===== config.mk =====
export PLATFORM = sky130hd
export DESIGN_NAME = i2c_addr_tagger
export DESIGN_NICKNAME = d
export VERILOG_FILES = /design/src/rtl/i2c_tag_pkg.sv /design/src/rtl/i2c_addr_match.sv /design/src/rtl/i2c_word_reg.sv /design/src/rtl/i2c_addr_tagger.sv
export SDC_FILE = /design/constraint.sdc
export NUM_CORES = 1
export LEC_CHECK = 0
export ABC_AREA = 1
export ABC_CLOCK_PERIOD_IN_PS = 2600
export CAP_MARGIN = 20
export CORE_ASPECT_RATIO = 0.75
export CORE_MARGIN = 8
export CORE_UTILIZATION = 51
export DETAILED_ROUTE_END_ITERATION = 8
export GPL_TIMING_DRIVEN = 0
export PLACE_DENSITY_LB_ADDON = 0.05
export SYNTH_ARGS = -nofsm -noshare
export SYNTH_HDL_FRONTEND = slang
export SYNTH_SLANG_ARGS = --single-unit

===== constraint.sdc =====
create_clock -name clk_i -period 2.6 [get_ports clk_i]
set_clock_uncertainty 0.1 [all_clocks]
set_input_delay 0.52 -clock clk_i [delete_from_list [all_inputs] [get_ports clk_i]]
set_output_delay 0.52 -clock clk_i [all_outputs]
set_load 0.005 [all_outputs]

===== src/rtl/i2c_tag_pkg.sv =====
package i2c_tag_pkg;
  localparam int BYTE_W = 8;
  localparam int ADDR_W = 15;
  localparam int WORD_W = BYTE_W + 5;
  localparam logic [4:0] TEN_PREFIX = 5'b11110;

  typedef enum logic [2:0] {
    ST_IDLE, ST_ADR1, ST_ADR2, ST_SRX, ST_STX, ST_MRX, ST_SKIP
  } tag_st_e;

  // field order fixes bit positions 12..8
  typedef struct packed {
    logic              adr_gc;
    logic              err;
    logic              mst;
    logic              first;
    logic              ack;
    logic [BYTE_W-1:0] data;
  } rx_word_t;
endpackage


===== src/rtl/i2c_addr_match.sv =====
module i2c_addr_match
  import i2c_tag_pkg::*;
(
  input  logic [BYTE_W-1:0] byte_i,
  input  logic [ADDR_W-1:0] own_addr_i,
  input  logic              gc_en_i,
  input  logic              second_i,
  input  logic              ten_sel_i,
  output logic              own_hit_o,
  output logic              gc_hit_o,
  output logic              need_second_o,
  output logic              rd_o
);
  logic ten_mode, hi_hit;

  assign ten_mode = (own_addr_i[ADDR_W-1 -: 5] == TEN_PREFIX);
  assign hi_hit   = (byte_i[BYTE_W-1:1] == own_addr_i[ADDR_W-1:BYTE_W]);
  assign rd_o     = byte_i[0];

  always_comb begin
    own_hit_o     = 1'b0;
    gc_hit_o      = 1'b0;
    need_second_o = 1'b0;
    if (second_i) begin
      own_hit_o = ten_mode && (byte_i == own_addr_i[BYTE_W-1:0]);
    end else begin
      gc_hit_o = gc_en_i && (byte_i == '0);
      if (ten_mode) begin
        // read form only after a full 10-bit match since the last stop
        own_hit_o     = hi_hit && (!byte_i[0] || ten_sel_i);
        need_second_o = hi_hit && !byte_i[0];
      end else begin
        own_hit_o = (byte_i != '0) && (byte_i[BYTE_W-1:1] == own_addr_i[BYTE_W-1:1]);
      end
    end
  end
endmodule


===== src/rtl/i2c_word_reg.sv =====
module i2c_word_reg
  import i2c_tag_pkg::*;
(
  input  logic     clk_i,
  input  logic     rst_ni,
  input  logic     wr_i,
  input  rx_word_t word_i,
  output rx_word_t word_o,
  output logic     vld_o
);
  always_ff @(posedge clk_i or negedge rst_ni) begin
    if (!rst_ni) begin
      word_o <= '0;
      vld_o  <= 1'b0;
    end else begin
      vld_o <= wr_i;
      if (wr_i) word_o <= word_i;
    end
  end
endmodule


===== src/rtl/i2c_addr_tagger.sv =====
module i2c_addr_tagger
  import i2c_tag_pkg::*;
(
  input  logic              clk_i,
  input  logic              rst_ni,
  input  logic              start_i,
  input  logic              stop_i,
  input  logic              master_i,
  input  logic [BYTE_W-1:0] byte_i,
  input  logic              byte_done_i,
  input  logic              bits_pend_i,
  input  logic              ack_done_i,
  input  logic              ack_bit_i,
  input  logic [ADDR_W-1:0] own_addr_i,
  input  logic              gc_en_i,
  output logic              ack_vld_o,
  output logic              ack_o,
  output logic [WORD_W-1:0] rx_word_o,
  output logic              rx_vld_o,
  output logic              slv_rd_req_o
);
  tag_st_e           st_q;
  logic              first_q, gc_q, have_q, ten_sel_q;
  logic [BYTE_W-1:0] held_q;
  logic              own_hit, gc_hit, need_second, rd;
  logic              in_rx, flush, wr;
  rx_word_t          word_d, word_q;

  i2c_addr_match u_match (
    .byte_i        (byte_i),
    .own_addr_i    (own_addr_i),
    .gc_en_i       (gc_en_i),
    .second_i      (st_q == ST_ADR2),
    .ten_sel_i     (ten_sel_q),
    .own_hit_o     (own_hit),
    .gc_hit_o      (gc_hit),
    .need_second_o (need_second),
    .rd_o          (rd)
  );

  assign in_rx = (st_q == ST_SRX) || (st_q == ST_MRX);
  assign flush = (start_i || stop_i) && in_rx && (have_q || bits_pend_i);
  assign wr    = flush || (ack_done_i && have_q && in_rx);

  always_comb begin
    word_d.data   = have_q ? held_q : byte_i;
    word_d.ack    = flush ? 1'b0 : ack_bit_i;
    word_d.first  = first_q;
    word_d.mst    = (st_q == ST_MRX);
    word_d.err    = flush;
    word_d.adr_gc = gc_q;
  end

  always_ff @(posedge clk_i or negedge rst_ni) begin
    if (!rst_ni) begin
      st_q         <= ST_IDLE;
      first_q      <= 1'b0;
      gc_q         <= 1'b0;
      have_q       <= 1'b0;
      ten_sel_q    <= 1'b0;
      held_q       <= '0;
      ack_vld_o    <= 1'b0;
      ack_o        <= 1'b0;
      slv_rd_req_o <= 1'b0;
    end else begin
      ack_vld_o <= 1'b0;
      if (stop_i) begin
        st_q         <= ST_IDLE;
        have_q       <= 1'b0;
        first_q      <= 1'b0;
        ten_sel_q    <= 1'b0;
        slv_rd_req_o <= 1'b0;
      end else if (start_i) begin
        st_q         <= master_i ? ST_MRX : ST_ADR1;
        have_q       <= 1'b0;
        first_q      <= 1'b1;
        gc_q         <= 1'b0;
        slv_rd_req_o <= 1'b0;
      end else if (byte_done_i) begin
        unique case (st_q)
          ST_ADR1: begin
            ack_vld_o <= 1'b1;
            ack_o     <= own_hit || gc_hit;
            if (gc_hit) begin
              gc_q <= 1'b1;
              st_q <= ST_SRX;
            end else if (own_hit) begin
              if (need_second) st_q <= ST_ADR2;
              else if (rd) begin
                st_q         <= ST_STX;
                slv_rd_req_o <= 1'b1;
              end else st_q <= ST_SRX;
            end else st_q <= ST_SKIP;
          end
          ST_ADR2: begin
            ack_vld_o <= 1'b1;
            ack_o     <= own_hit;
            if (own_hit) begin
              st_q      <= ST_SRX;
              ten_sel_q <= 1'b1;
            end else st_q <= ST_SKIP;
          end
          ST_SRX: begin
            ack_vld_o <= 1'b1;
            ack_o     <= 1'b1;
            held_q    <= byte_i;
            have_q    <= 1'b1;
          end
          ST_MRX: begin
            held_q <= byte_i;
            have_q <= 1'b1;
          end
          default: ;
        endcase
      end else if (ack_done_i && have_q) begin
        have_q  <= 1'b0;
        first_q <= 1'b0;
      end
    end
  end

  i2c_word_reg u_word (
    .clk_i  (clk_i),
    .rst_ni (rst_ni),
    .wr_i   (wr),
    .word_i (word_d),
    .word_o (word_q),
    .vld_o  (rx_vld_o)
  );

  assign rx_word_o = word_q;

  a_r6_ack_after_byte: assert property (@(posedge clk_i) disable iff (!rst_ni)
    ack_vld_o |-> $past(byte_done_i));
  a_r1_word_after_event: assert property (@(posedge clk_i) disable iff (!rst_ni)
    rx_vld_o |-> $past(ack_done_i || start_i || stop_i));
  a_r1_ack_bit_kept: assert property (@(posedge clk_i) disable iff (!rst_ni)
    (rx_vld_o && !rx_word_o[11]) |-> (rx_word_o[8] == $past(ack_bit_i)));
  a_r4_err_on_cond: assert property (@(posedge clk_i) disable iff (!rst_ni)
    (rx_vld_o && rx_word_o[11]) |-> $past(start_i || stop_i));
  a_r9_srr_clear: assert property (@(posedge clk_i) disable iff (!rst_ni)
    $fell(slv_rd_req_o) |-> $past(start_i || stop_i));
  a_r9_srr_rise: assert property (@(posedge clk_i) disable iff (!rst_ni)
    $rose(slv_rd_req_o) |-> (ack_vld_o && ack_o));
  a_r10_no_word_in_read: assert property (@(posedge clk_i) disable iff (!rst_ni)
    slv_rd_req_o |-> !rx_vld_o);
  a_r3_master_not_gc: assert property (@(posedge clk_i) disable iff (!rst_ni)
    (rx_vld_o && rx_word_o[10]) |-> !rx_word_o[12]);
endmodule


# [Word-level counts from Yosys, hierarchy flattened]
# Cells that the tools add are included.
[op_classes] eq_ne=13 mux=47 bitwise=2 n_reduce_logical=42
[op_table] op="$mux W1" count=35
[op_table] op="$mux W3" count=9
[op_table] op="$reduce_bool A3 Y1" count=6
[op_table] op="$reduce_and A4 Y1" count=4
[op_table] op="$eq A7 B7 Y1" count=2
[op_table] op="$reduce_bool A2 Y1" count=6
[op_table] op="$logic_and A1 B1 Y1" count=9
[op_table] op="$ne A3 B3 Y1 const B" count=3
[op_table] op="$eq A8 B8 Y1" count=1
[op_table] op="$logic_not A8 Y1" count=1
[op_table] op="$mux W8" count=1
[op_table] op="$reduce_bool A4 Y1" count=2
[op_table] op="$reduce_bool A8 Y1" count=1
[op_table] op="$eq A3 B2 Y1 const B" count=2
[op_table] op="$logic_or A1 B1 Y1" count=6
[op_table] op="$pmux W3 S2" count=1
[op_table] op="$reduce_and A2 Y1" count=3
[op_table] op="$reduce_and A6 Y1" count=1
[op_table] op="$eq A5 B5 Y1 const B" count=1
[op_table] op="$ne A4 B4 Y1 const B" count=1
[op_table] op="$eq A3 B1 Y1 const B" count=1
[op_table] op="$eq A3 B3 Y1 const B" count=1
[op_table] op="$pmux W1 S3" count=1
[op_table] op="$reduce_or A3 Y1" count=1
[op_table] op="other kinds (4)" count=5
[totals] input_bits=33 ff_bits=32

# [Longest topological paths before layout]
# Gate-level depths: netlist of the first run.
[logic_depth] word_depth=11 mapped_depth=12

# [By module]
# A second synthesis of the first run with hierarchy kept.
[unflattened] cells_unflattened=264 hier_area_um2=1890.6
[by_module_without_submodules] module="i2c_addr_tagger" cells_each=139 n_inst=1 area_per_inst_um2=1031.0
[by_module_without_submodules] module="i2c_word_reg" cells_each=56 n_inst=1 area_per_inst_um2=519.2
[by_module_without_submodules] module="i2c_addr_match" cells_each=69 n_inst=1 area_per_inst_um2=340.3

# [Worst setup path after synthesis of the first run]
# OpenSTA, ideal clock, no wires.
[synth_timing] path_kind="register to register" startpoint="register st_q[0]" endpoint="register u_word.word_o[12] (netlist name)" stages_incl_launch_ff=10 arrival_ps=1422 setup_time_ps=125 setup_slack_ps=953 period_less_slack_ps=1647 path_cell_list="dfrtp_1 > inv_1 > nor2_1 > nand2_1 > inv_1 > a21oi_2 > inv_2 > o211ai_4 > o21ai_4 > mux2_4"
[synth_via] elab_chain_cells=5
[synth_lines] element="start: declaration" line_no="i2c_addr_tagger.sv:22" text="tag_st_e st_q;"
[synth_lines] element="start signal: assignment" line_no="i2c_addr_tagger.sv:74" text="st_q <= master_i ? ST_MRX : ST_ADR1;"
[synth_lines] element="$eq A3 B2 Y1 / $eq A3 B3 Y1 (equally long branches)" line_no="i2c_addr_tagger.sv:41" text="assign in_rx = (st_q == ST_SRX) || (st_q == ST_MRX);"
[synth_lines] element="$logic_or A1 B1 Y1 (*)" line_no="i2c_addr_tagger.sv:41"
[synth_lines] element="$logic_and A1 B1 Y1 (2 in series)" line_no="i2c_addr_tagger.sv:42" text="assign flush = (start_i || stop_i) && in_rx && (have_q || bits_pend_i);"
[synth_lines] element="$logic_or A1 B1 Y1 (*)" line_no="i2c_addr_tagger.sv:43" text="assign wr = flush || (ack_done_i && have_q && in_rx);"
[synth_lines] element="end signal: assignment" line_no="i2c_word_reg.sv:17" text="if (wr_i) word_o <= word_i;"
[synth_lines] element="end: declaration" line_no="i2c_word_reg.sv:8" text="output rx_word_t word_o,"
# Every way passes the cells marked *; elsewhere a longest branch is shown, timed or not.
# A chain may end at the register's enable or synchronous reset.

# [Worst setup path in the final report of the first run]
[layout_timing] startpoint="input port byte_i[7]" endpoint="register st_q[1]"
[layout_via] elab_chain_cells=11
[layout_lines] element="start: declaration" line_no="i2c_addr_tagger.sv:9" text="input logic [BYTE_W-1:0] byte_i,"
[layout_lines] element="$eq A7 B7 Y1" line_no="i2c_addr_match.sv:17" text="assign hi_hit = (byte_i[BYTE_W-1:1] == own_addr_i[ADDR_W-1:BYTE_W]);"
[layout_lines] element="$logic_and A1 B1 Y1" line_no="i2c_addr_match.sv:31" text="need_second_o = hi_hit && !byte_i[0];"
[layout_lines] element="$mux W1" line_no="i2c_addr_match.sv:28" text="if (ten_mode) begin"
[layout_lines] element="$mux W1" line_no="i2c_addr_match.sv:24" text="if (second_i) begin"
[layout_lines] element="$mux W3" line_no="i2c_addr_tagger.sv:88" text="if (need_second) st_q <= ST_ADR2;"
[layout_lines] element="$mux W3" line_no="i2c_addr_tagger.sv:87" text="end else if (own_hit) begin"
[layout_lines] element="$mux W3 (*)" line_no="i2c_addr_tagger.sv:84" text="if (gc_hit) begin"
[layout_lines] element="$pmux W3 S2 (*)" line_no="i2c_addr_tagger.sv:80" text="unique case (st_q)"
[layout_lines] element="$mux W3 (*)" line_no="i2c_addr_tagger.sv:79" text="end else if (byte_done_i) begin"
[layout_lines] element="$mux W3 (*)" line_no="i2c_addr_tagger.sv:73" text="end else if (start_i) begin"
[layout_lines] element="$mux W3 (*)" line_no="i2c_addr_tagger.sv:67" text="if (stop_i) begin"
# Every way passes the cells marked *; elsewhere a longest branch is shown, timed or not. The select of a mux whose other input is x is not followed.

==> flow_summary.json, run 1 <==
{
  "outcome": "completed",
  "synth_warnings": 0,
  "drcViolationCount": 0,
  "cts_buffer_depth": 2,
  "grt_max_degree": 33,
  "p_comb_share_pct": 27.0,
  "reg_top3": "u_word.word_o: 13 flops, held_q: 8 flops, st_q: 3 flops",
  "dieArea_um2": 5640,
  "drtAntennaViolNets": 0,
  "fp.dieH_um": 67.1,
  "layout_commonest_cell": "nand2_1",
  "drive_gt1_share_pct": 7.17,
  "syn_nets": 269,
  "track_usage_pct": 16.6,
  "synth.area.top_cells": "dfrtp_1 (45%), nand2_1 (17%), inv_1 (6.6%), nor2_1 (5.1%), o21ai_0 (4.2%)",
  "yosysSeqAreaShare_pct": 45.1,
  "rsz0062_at_grt": "no",
  "io_pins": 50,
  "cts_tree": "yes",
  "core_um2": 3310,
  "vias": 1656,
  "r2r_slack_ns": 0.70,
  "firstDrtPassIters": 4,
  "start_kind": "input pin",
  "drtIter0Drc": 94,
  "internal_power_mw": 1.14,
  "antenna_cells": 0,
  "ys_types": 29,
  "crit_type": "input pin to register",
  "overflow": 0,
  "p_seq_share_pct": 43.1,
  "tightest_slew_ns": 0.706,
  "clkLatencyLatePin_ns": 0.29,
  "grt_pass1_wl_um": 7450,
  "synth-edff-count": 0,
  "path_clk_slew_ns": 0.07,
  "grt_pass1_vias": 1607,
  "synth_ff_type": "dfrtp_1",
  "regToRegStartpoint": "st_q[0]",
  "relSlewSlack_pct": 52.9,
  "worstReg2RegEnd": "u_word.word_o[4]",
  "slew_viol_final": 0,
  "hold_buffers": 0,
  "final_core_util_pct": 73.1,
  "ff2ff_path_depth": 11,
  "synth_cells": 236,
  "wl_um": 4370,
  "p_leak_nw": 1.15,
  "ys_ff_latch": 32,
  "async_flop_share_pct": 100,
  "dp_hpwl_um": 3420,
  "most-common-layout-cells": "nand2_1 (78), clkdlybuf4s50_1 (48), dfrtp_1 (32), inv_1 (31), nor2_1 (24)",
  "cellPowerDensity_nw_per_um2": 646,
  "cap_viol_max_count": 0,
  "synth.avg_cell_area_um2": 7.52,
  "ctsRootBufferMaster": "clkbuf_8",
  "syn2layout_area_growth_pct": 36.5,
  "hold_viol": 0,
  "clkPwrFrac_pct": 29.9,
  "antenna_found_initial": 0,
  "required_ns": 2.67,
  "swShare_pct": 26.9,
  "yosysTopAreaCellShare_pct": 45.1,
  "clock.fmax_mhz": 455,
  "setup.worst_path.end_class": "register",
  "largest_reg_flops": 13,
  "synth_area_um2": 1770,
  "fin_crit_sh_pct": 84.6,
  "post-cts-setup-buffer-count": 0,
  "vias_per_cell": 4.97,
  "io_buffer_count": 49,
  "die_width_um": 84.1,
  "top_register": "u_word.word_o",
  "place.gp.congestion": 0.832,
  "synth_top_cell_by_area": "dfrtp_1",
  "post_cts_resized": 0,
  "power_switching_mw": 0.421,
  "arrival_ns": 2.27,
  "hold_class": "input pin to asynchronous set/reset pin",
  "htreeDepth": 2,
  "cts_buffers": 5,
  "row_count": 18,
  "initial_utilization_pct": 53.6,
  "final_nets": 325,
  "post-route-min-period_ns": 2.20,
  "setup_violations": 0,
  "clock_sinks": 32,
  "setup_tns_ns": 0,
  "peakVddDrop_mv": 0.398,
  "cp_max_fo": 5,
  "wl_per_cell_um": 13.1
}
==> cells in the mapped netlist (2+ instances only) <==
master,number
a21oi_1,8
a31oi_1,9
buf_2,2
buf_6,2
dfrtp_1,32
inv_1,31
nand2_1,78
nand3_1,9
nor2_1,24
nor3_1,2
o21ai_0,15
xnor2_1,6
xor2_1,2
==> area by class of cell <==
cell class                      instances  area [µm²]
Timing Repair Buffer                   49         485
Fill cell                             279         890
Sequential cell                        32         801
Clock buffer                            5        68.8
Clock inverter                          3        42.5
Multi-Input combinational cell        167         817
Inverter                               33         124
Tap cell                               40        50.0
Buffer                                  4        32.5
==> critical path, stage by stage <==
cell             delay, ns
clkdlybuf4s50_1       0.53
inv_1                 0.12
nand2_1               0.05
nand2_1               0.05
nand2_1               0.04
nor2_1                0.15
nand3_1               0.10
nand2_1               0.06
nand2_1               0.06
o21ai_0               0.32
nand2_1               0.11
nand2_1               0.08
nand2_1               0.06
==> how the worst max path moves through the flow <==
stage / startpoint / endpoint / slack (ns)
floorplan: st_q[0] / u_word.word_o[12] / 0.95
global placement: byte_i[3] / st_q[1] / 0.17
detailed placement: byte_i[7] / st_q[1] / 0.11
CTS: byte_i[7] / st_q[1] / 0.41
global route: byte_i[5] / st_q[1] / 0.08
finish: byte_i[7] / st_q[1] / 0.40
==> power by group through the flow <==
stage	Clock, mW	Sequential (mW)	Combinational (mW)
floorplan	0	0.681	0.162
global placement	0	0.675	0.419
detailed placement	0	0.683	0.425
CTS	0.480	0.674	0.430
global route	0.508	0.688	0.473
finish	0.468	0.674	0.423
==> layer usage <==
metal  GRT usage, %  vias up  wire, µm
li1               -      867         -
met1           21.5      731      2130
met2           24.8       51      1860
met3           6.21        7       323
met4           5.79        0        57
met5              0        -         0
==> kinds of logic after synthesis <==
kind of cell              after synthesis  share of synthesized area (%)
and+or+nand+nor                       118                           26.8
buffers and inverters                  37                           8.81
muxes                                   2                           1.48
AOI/OAI and AO/OA                      39                           13.8
xor gates and xnor gates                8                           3.95
DFF                                    32                           45.1
==> per-stage QoR <==
stage	std cells	worst slack, ns	hold WS (ns)	power, mW	instance area [µm²]
final	333	0.401	0.180	1.56	2420
after global routing	333	0.0774	0.224	1.67	2420
after CTS	333	0.411	0.193	1.58	2420
after detailed placement	325	0.114	0.375	1.11	2310
after global placement	325	0.168	0.371	1.09	2310
after floorplan	236	0.953	0.124	0.843	1770
No activity file was read; power rests on OpenSTA's default activity.
==> run 2: changes to the inputs <==
Settings changed: ABC_CLOCK_PERIOD_IN_PS 2600 to 2050, CORE_UTILIZATION 51 to 47.
Clock period 2.6 ns to 2.05 ns, I/O delays scaled along.
==> flow_summary.json, run 2 (synthesis results as in run 1) <==
{
  "grt_max_degree": 33,
  "overflow": 0,
  "wl_met1_um": 2160,
  "post-route-min-period_ns": 1.92,
  "core_um2": 3640,
  "finalPower_mw": 1.98,
  "dp_hpwl_um": 3440,
  "p_leak_nw": 1.20,
  "reg_top3": "u_word.word_o: 13 flops, held_q: 8 flops, st_q: 3 flops",
  "initial_utilization_pct": 48.8,
  "ff2ff_path_depth": 8,
  "track_usage_pct": 15.0,
  "start_kind": "register",
  "io_buffer_count": 49,
  "grt_pass1_wl_um": 7260,
  "cpPeakStageDelay_ns": 0.44,
  "layout_commonest_cell": "nand2_1",
  "top_layer": "met4",
  "rsz0062_at_grt": "yes",
  "fin_crit_sh_pct": 93.7,
  "place_worst_setup_slack_ns": -0.282,
  "setup_violations": 0,
  "die_width_um": 86.9,
  "largest_reg_flops": 13,
  "cellPowerDensity_nw_per_um2": 798,
  "drcViolationCount": 0,
  "antenna_found_initial": 0,
  "arrival_ns": 1.99,
  "r2r_slack_ns": 0.13,
  "slowest_stage": "dfrtp_1",
  "clock_sinks": 32,
  "final_nets": 326,
  "cp_num_cells": 8,
  "place.gp.congestion": 0.787,
  "relSlewSlack_pct": 52.6,
  "drtAntennaViolNets": 0,
  "tightest_slew_ns": 0.711,
  "final_area_um2": 2480,
  "hold_class": "input pin to asynchronous set/reset pin",
  "cp_max_fo": 6,
  "firstDrtPassIters": 6,
  "wl_met3_um": 360,
  "cts_tree": "yes",
  "grt_pass1_vias": 1598,
  "vias_per_cell": 4.76,
  "worstReg2RegEnd": "held_q[3]",
  "cts_buffers": 5,
  "syn2layout_area_growth_pct": 39.8,
  "cp_num_buf_inv": 3,
  "hold_buffers": 0,
  "vias": 1647,
  "io_pins": 50,
  "crit_type": "register to register",
  "setup_slack_ns": 0.130,
  "cts_buffer_depth": 2,
  "regToRegStartpoint": "st_q[0]",
  "ctsRootBufferMaster": "clkbuf_8",
  "crit_chain": "inv_1 -> nor2_1 -> nand2_1 -> inv_1 -> a21oi_2 -> inv_2 -> nand2_1 -> mux2_2",
  "placedInstanceArea_um2": 2320,
  "hold_viol": 0,
  "wl_um": 4390,
  "clock.fmax_mhz": 521,
  "slew_viol_final": 0,
  "top_register": "u_word.word_o",
  "hold_ws_ns": 0.0716,
  "wl_per_cell_um": 12.7,
  "wl_met2_um": 1850,
  "clkLatencyLatePin_ns": 0.28,
  "row_count": 19,
  "drtIter0Drc": 99,
  "drive_gt1_share_pct": 9.18,
  "peakVddDrop_mv": 0.410,
  "setup.worst_path.end_class": "register",
  "setup_tns_ns": 0,
  "fp.dieH_um": 69.2,
  "cap_viol_max_count": 0,
  "dieArea_um2": 6020,
  "cp_top_family": "flip-flops",
  "htreeDepth": 2,
  "path_clk_slew_ns": 0.07,
  "antenna_cells": 0,
  "most-common-layout-cells": "nand2_1 (78), clkdlybuf4s50_1 (44), dfrtp_1 (32), inv_1 (31), nor2_1 (23)",
  "required_ns": 2.12,
  "outcome": "completed"
}
==> run 2: how the worst max path moves through the flow <==
stage          startpoint                end  slack [ns]
3_3_place_gp    byte_i[6]            st_q[1]       -0.27
5_1_grt         byte_i[4]            st_q[0]       -0.01
3_5_place_dp    byte_i[6]       slv_rd_req_o       -0.28
4_1_cts         byte_i[6]       slv_rd_req_o       0.007
6_report          st_q[0]          held_q[3]        0.13
2_1_floorplan     st_q[0]  u_word.word_o[12]        0.40
==> run 2: area by class of cell <==
| type | count | area [µm²] |
|---|---|---|
| Timing Repair Buffer | 50 | 503 |
| Inverter | 33 | 124 |
| Clock inverter | 2 | 35.0 |
| Multi-Input combinational cell | 167 | 845 |
| Fill cell | 312 | 1160 |
| Buffer | 4 | 35.0 |
| Tap cell | 52 | 65.1 |
| Sequential cell | 32 | 801 |
| Clock buffer | 6 | 72.6 |
==> run 2: timing repair <==
action,4_1_cts,5_1_grt
resized for setup,0,12
setup buffers,0,1
setup endpoints to repair,0,13
==> run 2: where the power goes <==
part           switching, mW  internal [mW]  total [mW]
sequential            0.0741          0.774       0.848
clock                  0.234          0.360       0.594
combinational          0.219          0.318       0.537
total                  0.527           1.45        1.98
==> run 2: per-layer routing <==
layer  up-vias  track usage, %
met2        48            22.5
met1       733            20.2
met4         0            3.43
met3         4            4.85
li1        862               -
met5         -               0
==> run 2: metrics by stage <==
stage | cells | util, %
global placement | 337 | 64.1
global route | 346 | 68.2
finish | 346 | 68.2
detailed placement | 337 | 63.9
CTS | 345 | 66.9
floorplan | 236 | -
==> run 3: changes to the inputs <==
Settings changed: CELL_PAD_IN_SITES_DETAIL_PLACEMENT set to 2, CELL_PAD_IN_SITES_GLOBAL_PLACEMENT set to 2, CORE_UTILIZATION 47 to 26, HOLD_SLACK_MARGIN set to 0.03, SYNTH_HIERARCHICAL set to 1.
==> flow_summary.json, run 3 <==
{
  "drive_gt1_share_pct": 18.5,
  "crit_type": "input pin to register",
  "drcViolationCount": 0,
  "place.gp.congestion": 0.751,
  "htreeDepth": 2,
  "hold_viol": 0,
  "cp-endpoint": "u_word/word_o[4]",
  "core_um2": 7200,
  "synth_ff_type": "dfrtp_1",
  "setup_tns_ns": 0,
  "yosysSeqAreaShare_pct": 42.4,
  "dieArea_um2": 10300,
  "slew_viol_final": 0,
  "synth.area.top_cells": "dfrtp_1 (42%), nand2_1 (19%), inv_1 (6.4%), nor2_1 (5.0%), o21ai_2 (4.2%)",
  "setup.worst_path.end_class": "register",
  "grt_max_degree": 33,
  "io_pins": 50,
  "cellPowerDensity_nw_per_um2": 697,
  "clock_sinks": 32,
  "syn_nets": 297,
  "layout.cells.non_filler": 431,
  "cp-startpoint": "stop_i",
  "antenna_found_initial": 0,
  "peakVddDrop_mv": 0.267,
  "synth.most_common_cell": "nand2_1",
  "fillers": 859,
  "synth_area_um2": 1890,
  "cts_buffer_depth": 2,
  "place_worst_setup_slack_ns": -0.417,
  "grt_pass1_wl_um": 9600,
  "antenna_cells": 0,
  "ctsRootBufferMaster": "clkbuf_8",
  "synth.avg_cell_area_um2": 7.16,
  "largest_reg_flops": 13,
  "clock.fmax_mhz": 532,
  "die_width_um": 114,
  "final_area_um2": 2740,
  "multiInputGateArea_um2": 955,
  "start_kind": "input pin",
  "path_clk_slew_ns": 0.07,
  "tightest_slew_ns": 0.781,
  "ys_ff_latch": 32,
  "overflow": 0,
  "ff2ff_path_depth": 14,
  "clkLatencyLatePin_ns": 0.28,
  "top_register": "u_word/word_o",
  "post-route-min-period_ns": 1.88,
  "io_buffer_count": 49,
  "rsz0062_at_grt": "no",
  "p_leak_nw": 1.41,
  "track_usage_pct": 11.6,
  "relSlewSlack_pct": 47.9,
  "r2r_slack_ns": 0.25,
  "synth_warnings": 6,
  "cp_max_fo": 10,
  "vias_per_cell": 4.22,
  "arrival_ns": 1.96,
  "async_flop_share_pct": 100,
  "ys_types": 23,
  "required_ns": 2.13,
  "outcome": "completed",
  "place_inst": 414,
  "row_count": 27,
  "synth-edff-count": 0,
  "cts_buffers": 5,
  "yosysTopAreaCellShare_pct": 42.4,
  "most-common-layout-cells": "nand2_1 (95), inv_1 (31), dfrtp_1 (30), clkdlybuf4s50_1 (27), nor2_1 (21)",
  "setup_slack_ns": 0.170,
  "initial_utilization_pct": 26.3,
  "regToRegStartpoint": "st_q[2]",
  "register_area_um2": 803,
  "dp_hpwl_um": 4540,
  "wl_um": 5830,
  "placedInstanceArea_um2": 2500,
  "drtIter0Drc": 53,
  "cap_viol_max_count": 0,
  "synth_top_cell_by_area": "dfrtp_1",
  "hold_buffers": 0,
  "worstReg2RegEnd": "st_q[2]",
  "hold_class": "input pin to asynchronous set/reset pin",
  "fin_crit_sh_pct": 91.7,
  "drtAntennaViolNets": 0,
  "synth_common_cells": "nand2_1 (98), dfrtp_1 (32), inv_1 (32)",
  "layout_commonest_cell": "nand2_1",
  "fp.dieH_um": 89.9,
  "cts_tree": "yes",
  "firstDrtPassIters": 3,
  "reg_top3": "u_word/word_o: 13 flops, held_q: 8 flops, st_q: 3 flops",
  "vias": 1818,
  "setup_violations": 0,
  "synth_cells": 264,
  "grt_pass1_vias": 1995,
  "syn2layout_area_growth_pct": 44.9,
  "wl_per_cell_um": 13.5,
  "final_nets": 362
}
run 3: cell count changes in the layout (fill, tap and decap cells not counted), sizes merged, moves of 9 or more:
cell	delta
a31oi	-9
buf	+9
clkdlybuf4s50	-17
dlymetal6s2s	+11
nand2	+22
run 3: through the flow:
step                utilization, %  hold WS (ns)  power, mW
global placement              34.8         0.354       1.31
finish                        38.1         0.106       1.91
global route                  38.1         0.149       2.05
detailed placement            34.8         0.357       1.32
CTS                           36.3         0.130       1.93
floorplan                        -        0.0144       1.01
run 3: layer usage:
metal | wire, µm | global-route usage (%) | vias to the layer above
li1 | - | - | 940
met1 | 3010 | 15.7 | 839
met2 | 2550 | 17.5 | 34
met3 | 213 | 2.67 | 5
met4 | 59 | 3.98 | 0
met5 | 0 | 0 | -
run 3: worst min-delay path by stage:
stage	cells after the start	slack (ns)	end
2_1_floorplan	0	0.01	ack_o
3_3_place_gp	2	0.35	u_word/word_o[0]
3_5_place_dp	2	0.36	u_word/word_o[8]
4_1_cts	1	0.13	held_q[3]
5_1_grt	1	0.15	held_q[3]
6_report	1	0.11	u_word/word_o[2]
run 3: kinds of logic (layout without fill, tap and decap cells):
| family | count (synthesis) | after routing | share of synthesized area (%) |
|---|---|---|---|
| buffers and inverters | 41 | 107 | 9.33 |
| AOI/OAI and AO/OA | 29 | 29 | 9.53 |
| xor gates and xnor gates | 11 | 11 | 5.10 |
| and+or+nand+nor | 151 | 151 | 33.7 |
| DFF | 32 | 32 | 42.4 |
run 3: layout make-up:
type	instances	share of cell area [%]
plain buffers	6	1.64
inverters	35	4.79
multi-input cells	191	34.8
repair buffers	58	20.9
clock buffers	6	2.65
well taps	101	4.61
clock inverters	2	1.28
flip-flops and latches	32	29.3
run 3: report_power, final:
part	internal [mW]	switching [mW]	total [mW]
clock	0.361	0.237	0.598
combinational	0.284	0.219	0.503
sequential	0.747	0.0620	0.809
run 3: timing repair:
action / CTS / global route
setup endpoints to repair: 15 / 17
gates resized for setup: 10 / 32
hold endpoints to repair: 0 / 0
setup buffers: 0 / 9
pin swaps: 0 / 24
gates cloned: 0 / 0
run 3: critical path, cell delays in order:
cell and delay (ns):
clkdlybuf4s50_1 0.62, nor2_4 0.12, inv_1 0.10, o21ai_0 0.13, a21oi_2 0.23, inv_2 0.08
buf_6 0.14, nand2_1 0.06, nand2_1 0.05
